$ cat src/rtl/rstseq_pkg.sv
package rstseq_pkg;

    typedef enum logic [1:0] {
        ST_RUN   = 2'd0,
        ST_HOLD  = 2'd1,
        ST_COUNT = 2'd2,
        ST_WAKE  = 2'd3
    } seq_state_e;

    typedef struct packed {
        seq_state_e st;
        logic       rst;
        logic       busy;
    } seq_t;

    // Configuration value that switches brown-out holding off
    localparam logic [1:0] BO_CFG_OFF = 2'b11;

    // Select encodings, the order is defined by the fuse field
    localparam logic [1:0] SEL_60MS  = 2'b00;
    localparam logic [1:0] SEL_1S    = 2'b01;
    localparam logic [1:0] SEL_250US = 2'b10;
    localparam logic [1:0] SEL_18MS  = 2'b11;

    function automatic longint unsigned delay_cycles(
        input longint unsigned clk_hz,
        input logic [1:0]      sel
    );
        longint unsigned n;
        case (sel)
            SEL_250US: n = clk_hz / 4000;
            SEL_18MS:  n = (clk_hz * 18) / 1000;
            SEL_60MS:  n = (clk_hz * 60) / 1000;
            default:   n = clk_hz;
        endcase
        if (n == 0) n = 1;
        return n;
    endfunction

endpackage

$ cat src/rtl/rstseq_sync.sv
module rstseq_sync #(
    parameter int unsigned WIDTH  = 2,
    parameter int unsigned STAGES = 2
) (
    input  logic             clk,
    input  logic [WIDTH-1:0] din,
    output logic [WIDTH-1:0] dout
);

    logic [STAGES-1:0][WIDTH-1:0] stg_d;
    logic [STAGES-1:0][WIDTH-1:0] stg_q;

    always_comb begin
        stg_d[0] = din;
    end

    for (genvar s = 1; s < STAGES; s++) begin : g_stage
        always_comb begin
            stg_d[s] = stg_q[s-1];
        end
    end

    always_ff @(posedge clk) begin
        stg_q <= stg_d;
    end

    assign dout = stg_q[STAGES-1];

endmodule

$ cat src/rtl/rstseq_src.sv
module rstseq_src
    import rstseq_pkg::*;
#(
    parameter int unsigned SYNC_STAGES = 2
) (
    input  logic       clk,
    input  logic       por_pulse,
    input  logic       mclr_n,
    input  logic       bo_low,
    input  logic [1:0] bo_cfg,
    output logic       mclr_act,
    output logic       bo_act,
    output logic       src_act
);

    logic [1:0] pins_sync;
    logic       bo_enabled;

    rstseq_sync #(
        .WIDTH  (2),
        .STAGES (SYNC_STAGES)
    ) i_sync (
        .clk  (clk),
        .din  ({bo_low, mclr_n}),
        .dout (pins_sync)
    );

    always_comb begin
        bo_enabled = (bo_cfg != BO_CFG_OFF);
        mclr_act   = ~pins_sync[0];
        bo_act     = pins_sync[1] & bo_enabled;
        src_act    = por_pulse | mclr_act | bo_act;
    end

endmodule

$ cat src/rtl/rstseq_timer.sv
module rstseq_timer
    import rstseq_pkg::*;
#(
    parameter int unsigned CLK_HZ = 1_000_000,
    localparam int unsigned CW = $clog2(CLK_HZ + 1)
) (
    input  logic       clk,
    input  logic       rst,
    input  logic       load,
    input  logic       run,
    input  logic [1:0] sel,
    output logic       done
);

    localparam logic [CW-1:0] LIM_250US = CW'(delay_cycles(CLK_HZ, SEL_250US));
    localparam logic [CW-1:0] LIM_18MS  = CW'(delay_cycles(CLK_HZ, SEL_18MS));
    localparam logic [CW-1:0] LIM_60MS  = CW'(delay_cycles(CLK_HZ, SEL_60MS));
    localparam logic [CW-1:0] LIM_1S    = CW'(delay_cycles(CLK_HZ, SEL_1S));

    typedef struct packed {
        logic [CW-1:0] cnt;
        logic [CW-1:0] lim;
    } tm_t;

    tm_t           tm_d;
    tm_t           tm_q;
    logic [CW-1:0] lim_sel;

    always_comb begin
        case (sel)
            SEL_250US: lim_sel = LIM_250US;
            SEL_18MS:  lim_sel = LIM_18MS;
            SEL_60MS:  lim_sel = LIM_60MS;
            default:   lim_sel = LIM_1S;
        endcase
    end

    always_comb begin
        done = (tm_q.cnt == (tm_q.lim - CW'(1)));
        tm_d = tm_q;
        if (load) begin
            tm_d.cnt = '0;
            tm_d.lim = lim_sel;
        end else if (run && !done) begin
            tm_d.cnt = tm_q.cnt + CW'(1);
        end
    end

    always_ff @(posedge clk) begin
        if (rst) begin
            tm_q <= '{cnt: '0, lim: LIM_18MS};
        end else begin
            tm_q <= tm_d;
        end
    end

    AST_CNT_BELOW_LIM: assert property (@(posedge clk) disable iff (rst)
        tm_q.cnt < tm_q.lim) else $error("count passed limit");

    AST_LIM_FROZEN: assert property (@(posedge clk) disable iff (rst)
        !load |=> $stable(tm_q.lim)) else $error("limit changed mid count");

endmodule

$ cat src/rtl/reset_sequencer.sv
module reset_sequencer
    import rstseq_pkg::*;
#(
    parameter int unsigned CLK_HZ      = 1_000_000,
    parameter int unsigned SYNC_STAGES = 2
) (
    input  logic       clk,
    input  logic       por_pulse,
    input  logic       mclr_n,
    input  logic       bo_low,
    input  logic [1:0] bo_cfg,
    input  logic [1:0] dly_sel,
    input  logic       wake_req,
    output logic       rst_out,
    output logic       tmr_busy
);

    logic mclr_act;
    logic bo_act;
    logic src_act;
    logic tm_load;
    logic tm_run;
    logic tm_done;
    seq_t seq_d;
    seq_t seq_q;

    rstseq_src #(
        .SYNC_STAGES (SYNC_STAGES)
    ) i_src (
        .clk       (clk),
        .por_pulse (por_pulse),
        .mclr_n    (mclr_n),
        .bo_low    (bo_low),
        .bo_cfg    (bo_cfg),
        .mclr_act  (mclr_act),
        .bo_act    (bo_act),
        .src_act   (src_act)
    );

    rstseq_timer #(
        .CLK_HZ (CLK_HZ)
    ) i_timer (
        .clk  (clk),
        .rst  (por_pulse),
        .load (tm_load),
        .run  (tm_run),
        .sel  (dly_sel),
        .done (tm_done)
    );

    always_comb begin
        seq_d   = seq_q;
        tm_load = 1'b0;
        tm_run  = 1'b0;
        if (src_act) begin
            seq_d.st = ST_HOLD;
        end else begin
            case (seq_q.st)
                ST_HOLD: begin
                    seq_d.st = ST_COUNT;
                    tm_load  = 1'b1;
                end
                ST_COUNT, ST_WAKE: begin
                    if (tm_done) seq_d.st = ST_RUN;
                    else         tm_run   = 1'b1;
                end
                default: begin
                    if (wake_req) begin
                        seq_d.st = ST_WAKE;
                        tm_load  = 1'b1;
                    end
                end
            endcase
        end
        seq_d.rst  = (seq_d.st == ST_HOLD) || (seq_d.st == ST_COUNT);
        seq_d.busy = (seq_d.st != ST_RUN);
    end

    always_ff @(posedge clk) begin
        if (por_pulse) begin
            seq_q <= '{st: ST_HOLD, rst: 1'b1, busy: 1'b1};
        end else begin
            seq_q <= seq_d;
        end
    end

    assign rst_out  = seq_q.rst;
    assign tmr_busy = seq_q.busy;

    AST_SRC_FORCES_RST: assert property (@(posedge clk) disable iff (por_pulse)
        src_act |=> rst_out) else $error("source without reset");

    AST_RST_IMPLIES_BUSY: assert property (@(posedge clk) disable iff (por_pulse)
        rst_out |-> tmr_busy) else $error("reset without busy");

    AST_RELEASE_ON_DONE: assert property (@(posedge clk) disable iff (por_pulse)
        $fell(rst_out) |-> ($past(tm_done) && !$past(src_act)))
        else $error("early reset release");

    AST_WAKE_NO_RST: assert property (@(posedge clk) disable iff (por_pulse)
        (seq_q.st == ST_RUN && wake_req && !src_act) |=> (tmr_busy && !rst_out))
        else $error("wake raised reset");

    AST_BO_MASKED: assert property (@(posedge clk) disable iff (por_pulse)
        (bo_cfg == BO_CFG_OFF && !mclr_act && seq_q.st == ST_RUN && !wake_req) |=> !rst_out)
        else $error("disabled brown-out held reset");

endmodule

$ cat config.mk
export PLATFORM = sky130hd
export DESIGN_NAME = reset_sequencer
export DESIGN_NICKNAME = d
export VERILOG_FILES = /design/src/rtl/rstseq_pkg.sv /design/src/rtl/rstseq_sync.sv /design/src/rtl/rstseq_src.sv /design/src/rtl/rstseq_timer.sv /design/src/rtl/reset_sequencer.sv
export SDC_FILE = /design/constraint.sdc
export NUM_CORES = 1
export LEC_CHECK = 0
export BUFFER_PORTS_ARGS = -buffer_cell sky130_fd_sc_hd__clkbuf_2
export CELL_PAD_IN_SITES_DETAIL_PLACEMENT = 0
export CELL_PAD_IN_SITES_GLOBAL_PLACEMENT = 2
export CORE_ASPECT_RATIO = 0.7
export CORE_MARGIN = 1
export CORE_UTILIZATION = 33
export DETAILED_ROUTE_END_ITERATION = 10
export PLACE_DENSITY_LB_ADDON = 0.2
export RECOVER_POWER = 25
export SETUP_SLACK_MARGIN = 0.3
export SYNTH_ARGS = -nofsm -noshare
export SYNTH_HDL_FRONTEND = slang
export SYNTH_HIERARCHICAL = 1
export SYNTH_SLANG_ARGS = --single-unit
$ cat constraint.sdc
create_clock -name clk -period 3 [get_ports clk]
set_input_delay 0.3 -clock clk [delete_from_list [all_inputs] [get_ports clk]]
set_output_delay 0.3 -clock clk [all_outputs]
set_load 0.02 [all_outputs]
==> impl_metrics.xml <==
<?xml version="1.0" encoding="UTF-8"?>
<metrics>
  <group name="pwr">
    <metric name="peakVddDrop" unit="V">0.0002230</metric>
    <metric name="p_per_area" unit="nW/um2">465.8</metric>
    <metric name="power.static_leakage" unit="nW">0.7973</metric>
  </group>
  <group name="status">
    <metric name="run_status" unit="">finished clean</metric>
  </group>
  <group name="global_routing">
    <metric name="grt_start_max_net_pins" unit="">19</metric>
    <metric name="gr-usage-all-layers" unit="%">16.65</metric>
    <metric name="grt_overflow_total" unit="">0</metric>
    <metric name="grt_pass1_vias" unit="">1343</metric>
    <metric name="antenna_violations_before_repair" unit="">0</metric>
    <metric name="first_pass_grt_wire_length" unit="um">7051</metric>
  </group>
  <group name="synth">
    <metric name="syn_avg_cell_area" unit="um2">8.873</metric>
    <metric name="synth_flop_cell" unit="">dfxtp_1</metric>
    <metric name="async_reset_ff_share" unit="%">0</metric>
    <metric name="synth_seq_cells" unit="">35</metric>
    <metric name="synth_cells" unit="">197</metric>
    <metric name="synth.net_count" unit="">209</metric>
    <metric name="synth_sequential_area_ratio" unit="%">40.09</metric>
    <metric name="synth-edff-count" unit="">0</metric>
    <metric name="post_synthesis_instance_area" unit="um2">1748</metric>
    <metric name="synthDistinctLibCells" unit="">53</metric>
    <metric name="synth-warning-count" unit="">6</metric>
  </group>
  <group name="cts">
    <metric name="cts_htree_levels" unit="">2</metric>
    <metric name="cts-buffers-inserted" unit="">5</metric>
    <metric name="clock_tree.buffer_depth" unit="">2</metric>
    <metric name="tritoncts" unit="">built</metric>
    <metric name="worst_skew_pair.late_latency" unit="ns">0.29</metric>
    <metric name="cts-root-buf" unit="">clkbuf_8</metric>
    <metric name="cts_num_sinks" unit="">35</metric>
    <metric name="cts.clk_slew.worst_paths" unit="ns">0.07</metric>
  </group>
  <group name="worst_setup_path">
    <metric name="setup.worst_path.class" unit="">flip-flop to flip-flop</metric>
    <metric name="endpoint_required_time_on_the_critical_path" unit="ns">3.18</metric>
    <metric name="timing.rr.start" unit="">i_timer/tm_q[4]$_SDFFE_PP1P_</metric>
    <metric name="r2r_cells" unit="">13</metric>
    <metric name="path_max_fanout" unit="">6</metric>
    <metric name="timing.critical_path.from_type" unit="">flip-flop</metric>
    <metric name="crit_start" unit="">i_timer/tm_q[4]$_SDFFE_PP1P_</metric>
    <metric name="cp-end-kind" unit="">flip-flop</metric>
    <metric name="cp_data_arrival_time" unit="ns">2.72</metric>
  </group>
  <group name="hold_path">
    <metric name="path_type_of_the_worst_min_delay_path" unit="">input pin to flip-flop</metric>
    <metric name="min_from" unit="">bo_low</metric>
    <metric name="holdPathStages" unit="">1</metric>
  </group>
  <group name="sta">
    <metric name="final-setup-viol-count" unit="">0</metric>
    <metric name="post-route-period-util" unit="%">84.69</metric>
    <metric name="timing.fmax" unit="GHz">0.3936</metric>
    <metric name="setup-tns-final" unit="ns">0</metric>
    <metric name="worst_clock_skew" unit="ns">0.004927</metric>
    <metric name="pins_over_their_slew_limit" unit="">0</metric>
    <metric name="timing_hold_violations_final" unit="">0</metric>
    <metric name="maxSlewHeadroom" unit="%">45.23</metric>
    <metric name="period_needed" unit="ns">2.541</metric>
    <metric name="rsz0062_at_grt" unit="">no</metric>
    <metric name="worst-slew-pin-transition" unit="ns">0.8185</metric>
  </group>
  <group name="placement">
    <metric name="gp_routability_congestion" unit="">0.7517</metric>
    <metric name="buffer_ports.inserted" unit="">10</metric>
    <metric name="post-dp-hpwl" unit="um">3195</metric>
    <metric name="total_instance_count_after_detailed_placement" unit="">275</metric>
  </group>
  <group name="flow_run">
    <metric name="max_cap_violations" unit="">0</metric>
  </group>
  <group name="routing">
    <metric name="route.detailed.drc" unit="">0</metric>
    <metric name="drt_first_pass_iters" unit="">4</metric>
    <metric name="drt-initial-drc-count" unit="">69</metric>
    <metric name="routed_wirelength" unit="um">4286</metric>
    <metric name="vias_per_cell" unit="">5.184</metric>
    <metric name="num_vias" unit="">1493</metric>
    <metric name="routed_wire_length_per_instance" unit="um">14.88</metric>
    <metric name="antenna_left" unit="">0</metric>
  </group>
  <group name="floorplan">
    <metric name="die_w" unit="um">88.99</metric>
    <metric name="die-area" unit="um2">5596</metric>
    <metric name="io-pin-count" unit="">11</metric>
    <metric name="rows" unit="">21</metric>
    <metric name="start_util" unit="%">35.38</metric>
    <metric name="core_region_area" unit="um2">4940</metric>
    <metric name="chipHeight" unit="um">62.89</metric>
  </group>
  <group name="final_layout">
    <metric name="area_taken_by_multi_input_logic_gates" unit="um2">1033</metric>
    <metric name="final_nets" unit="">230</metric>
    <metric name="filler_cells_inserted" unit="">517</metric>
    <metric name="layout.area.seq" unit="um2">708.2</metric>
    <metric name="insertedDiodeCount" unit="">0</metric>
    <metric name="fin_cells" unit="">288</metric>
    <metric name="area_growth" unit="%">20.76</metric>
    <metric name="layout-drive-gt1-share" unit="%">20.09</metric>
  </group>
</metrics>
==> placed cells by master, fill, tap and decap left out, drive strengths merged, types with 2 or more instances in the layout <==
| master | Yosys | routed |
|---|---|---|
| nor2b | 4 | 4 |
| nand4 | 9 | 9 |
| mux2i | 3 | 3 |
| buf | 2 | 12 |
| a211oi | 2 | 2 |
| dfxtp | 35 | 35 |
| or4 | 3 | 3 |
| o311ai | 3 | 3 |
| clkbuf | 7 | 17 |
| o41ai | 3 | 3 |
| or2 | 4 | 4 |
| o22ai | 3 | 3 |
| a21oi | 6 | 6 |
| nand2b | 2 | 2 |
| xor2 | 6 | 6 |
| o211ai | 2 | 2 |
| nor2 | 26 | 26 |
| inv | 3 | 3 |
| and3 | 4 | 4 |
| nand2 | 13 | 13 |
| or3 | 7 | 7 |
| xnor2 | 9 | 9 |
| a21boi | 2 | 2 |
| o21ai | 2 | 2 |
| nor3 | 6 | 6 |
| nor4 | 4 | 4 |
| and2b | 2 | 2 |
| nand3 | 8 | 8 |
| ha | 3 | 3 |
==> metrics by stage <==
| step | power [W] | utilization (%) | cell area [um2] | setup WS (ns) | hold slack [ns] |
|---|---|---|---|---|---|
| floorplan | 0.0005255 | - | 1763 | 0.3125 | 0.3096 |
| global placement | 0.0005479 | 38.80 | 1917 | 0.1513 | 0.3100 |
| detailed placement | 0.0005492 | 38.80 | 1917 | 0.03545 | 0.3144 |
| CTS | 0.0009935 | 41.64 | 2057 | 0.3370 | 0.09867 |
| global route | 0.001029 | 42.73 | 2111 | 0.2672 | 0.1022 |
| finish | 0.0009833 | 42.73 | 2111 | 0.4592 | 0.1095 |
==> power by group <==
group	leakage, nW	switching (W)	internal (W)
clock	0.0612	0.000174	0.000269
sequential	0.285	0.00000617	0.000472
combinational	0.451	0.0000356	0.0000266
==> synthesized netlist by cell type (2+ instances only) <==
cell / instances / share of area [%]
ha_1: 3 / 2.1
xor2_1: 6 / 3.0
or3_1: 7 / 2.5
nand2_1: 13 / 2.8
nor3_1: 6 / 1.7
o41ai_1: 3 / 1.5
a211oi_1: 2 / 0.86
dfxtp_1: 35 / 40
o211ai_1: 2 / 0.86
or2_2: 2 / 0.72
mux2i_1: 3 / 1.7
o22ai_1: 2 / 0.72
a21oi_1: 5 / 1.4
nand4_1: 8 / 2.9
xnor2_1: 9 / 4.5
and3_1: 3 / 1.1
buf_4: 2 / 0.86
inv_1: 3 / 0.64
nand3_1: 8 / 2.3
nor2b_1: 3 / 1.1
o311ai_0: 3 / 1.5
nand2b_1: 2 / 0.72
nor4_1: 4 / 1.4
o21ai_0: 2 / 0.57
or4_1: 3 / 1.3
and2b_1: 2 / 0.86
nor2_1: 25 / 5.4
clkbuf_1: 6 / 1.3
==> logic make-up (layout without fill, tap and decap cells) <==
| group | after synthesis | in the layout | share of synthesized area [%] |
|---|---|---|---|
| and+or+nand+nor | 97 | 97 | 31.21 |
| DFF | 35 | 35 | 40.09 |
| adders and majority gates | 3 | 3 | 2.148 |
| buffers and inverters | 12 | 34 | 3.077 |
| xor gates and xnor gates | 15 | 15 | 7.516 |
| muxes | 3 | 3 | 1.718 |
| AOI/OAI and AO/OA | 32 | 32 | 14.25 |
==> sequential cells by signal, summed over array words and instances (netlist names) <==
name / flops
i_src/i_sync/stg_d: 2
i_src/i_sync/dout: 2
rst_out: 1
seq_q: 2
tmr_busy: 1
i_timer/tm_q: 27
==> metal layers <==
layer	wire [um]	part of all wire, %	up-vias	GRT usage, %
li1	-	-	764	-
met4	33	0.77	0	4.167
met5	0	0	-	0
met1	2384	56	708	26.31
met2	1748	41	17	22.02
met3	120	2.8	4	3.963
==> path summary, 6_finish.rpt <==
kind	endpoint	slack [ns]
min	i_src/i_sync/stg_d[3]$_DFF_P_	0.11
max	i_timer/tm_q[27]$_SDFFE_PP0P_	0.46
min reg2reg	i_src/i_sync/dout[1]$_DFF_P_	0.33
max reg2reg	i_timer/tm_q[27]$_SDFFE_PP0P_	0.46
==> cell type report <==
type                            count  share of cell area, %
Clock buffer                        6                  3.912
Multi-Input combinational cell    150                  48.96
Tap cell                           69                  4.090
Timing Repair Buffer               23                  7.291
Sequential cell                    35                  33.55
Inverter                            3                 0.5335
Clock inverter                      2                  1.660
==> worst max-delay path, stage by stage, from the launching register on <==
cell and delay, ns:
dfxtp_4 0.37, inv_1 0.04, ha_1 0.29, xnor2_1 0.19, nor4_2 0.06, nand4_1 0.13, nor4_4 0.07, nor2b_4 0.14
and2b_4 0.21, nand3_1 0.12, or2_2 0.34, a21oi_4 0.16, a31oi_1 0.10, a41o_1 0.20
==> timing repair <==
action / 4_1_cts / 5_1_grt
gates resized for setup: 4 / 6
pin swaps: 2 / 8
hold buffers: 0 / 0
setup buffers: 1 / 4
endpoints found under the setup margin: 21 / 6
hold endpoints to repair: 0 / 0
No activity file was read; power rests on OpenSTA's default activity.
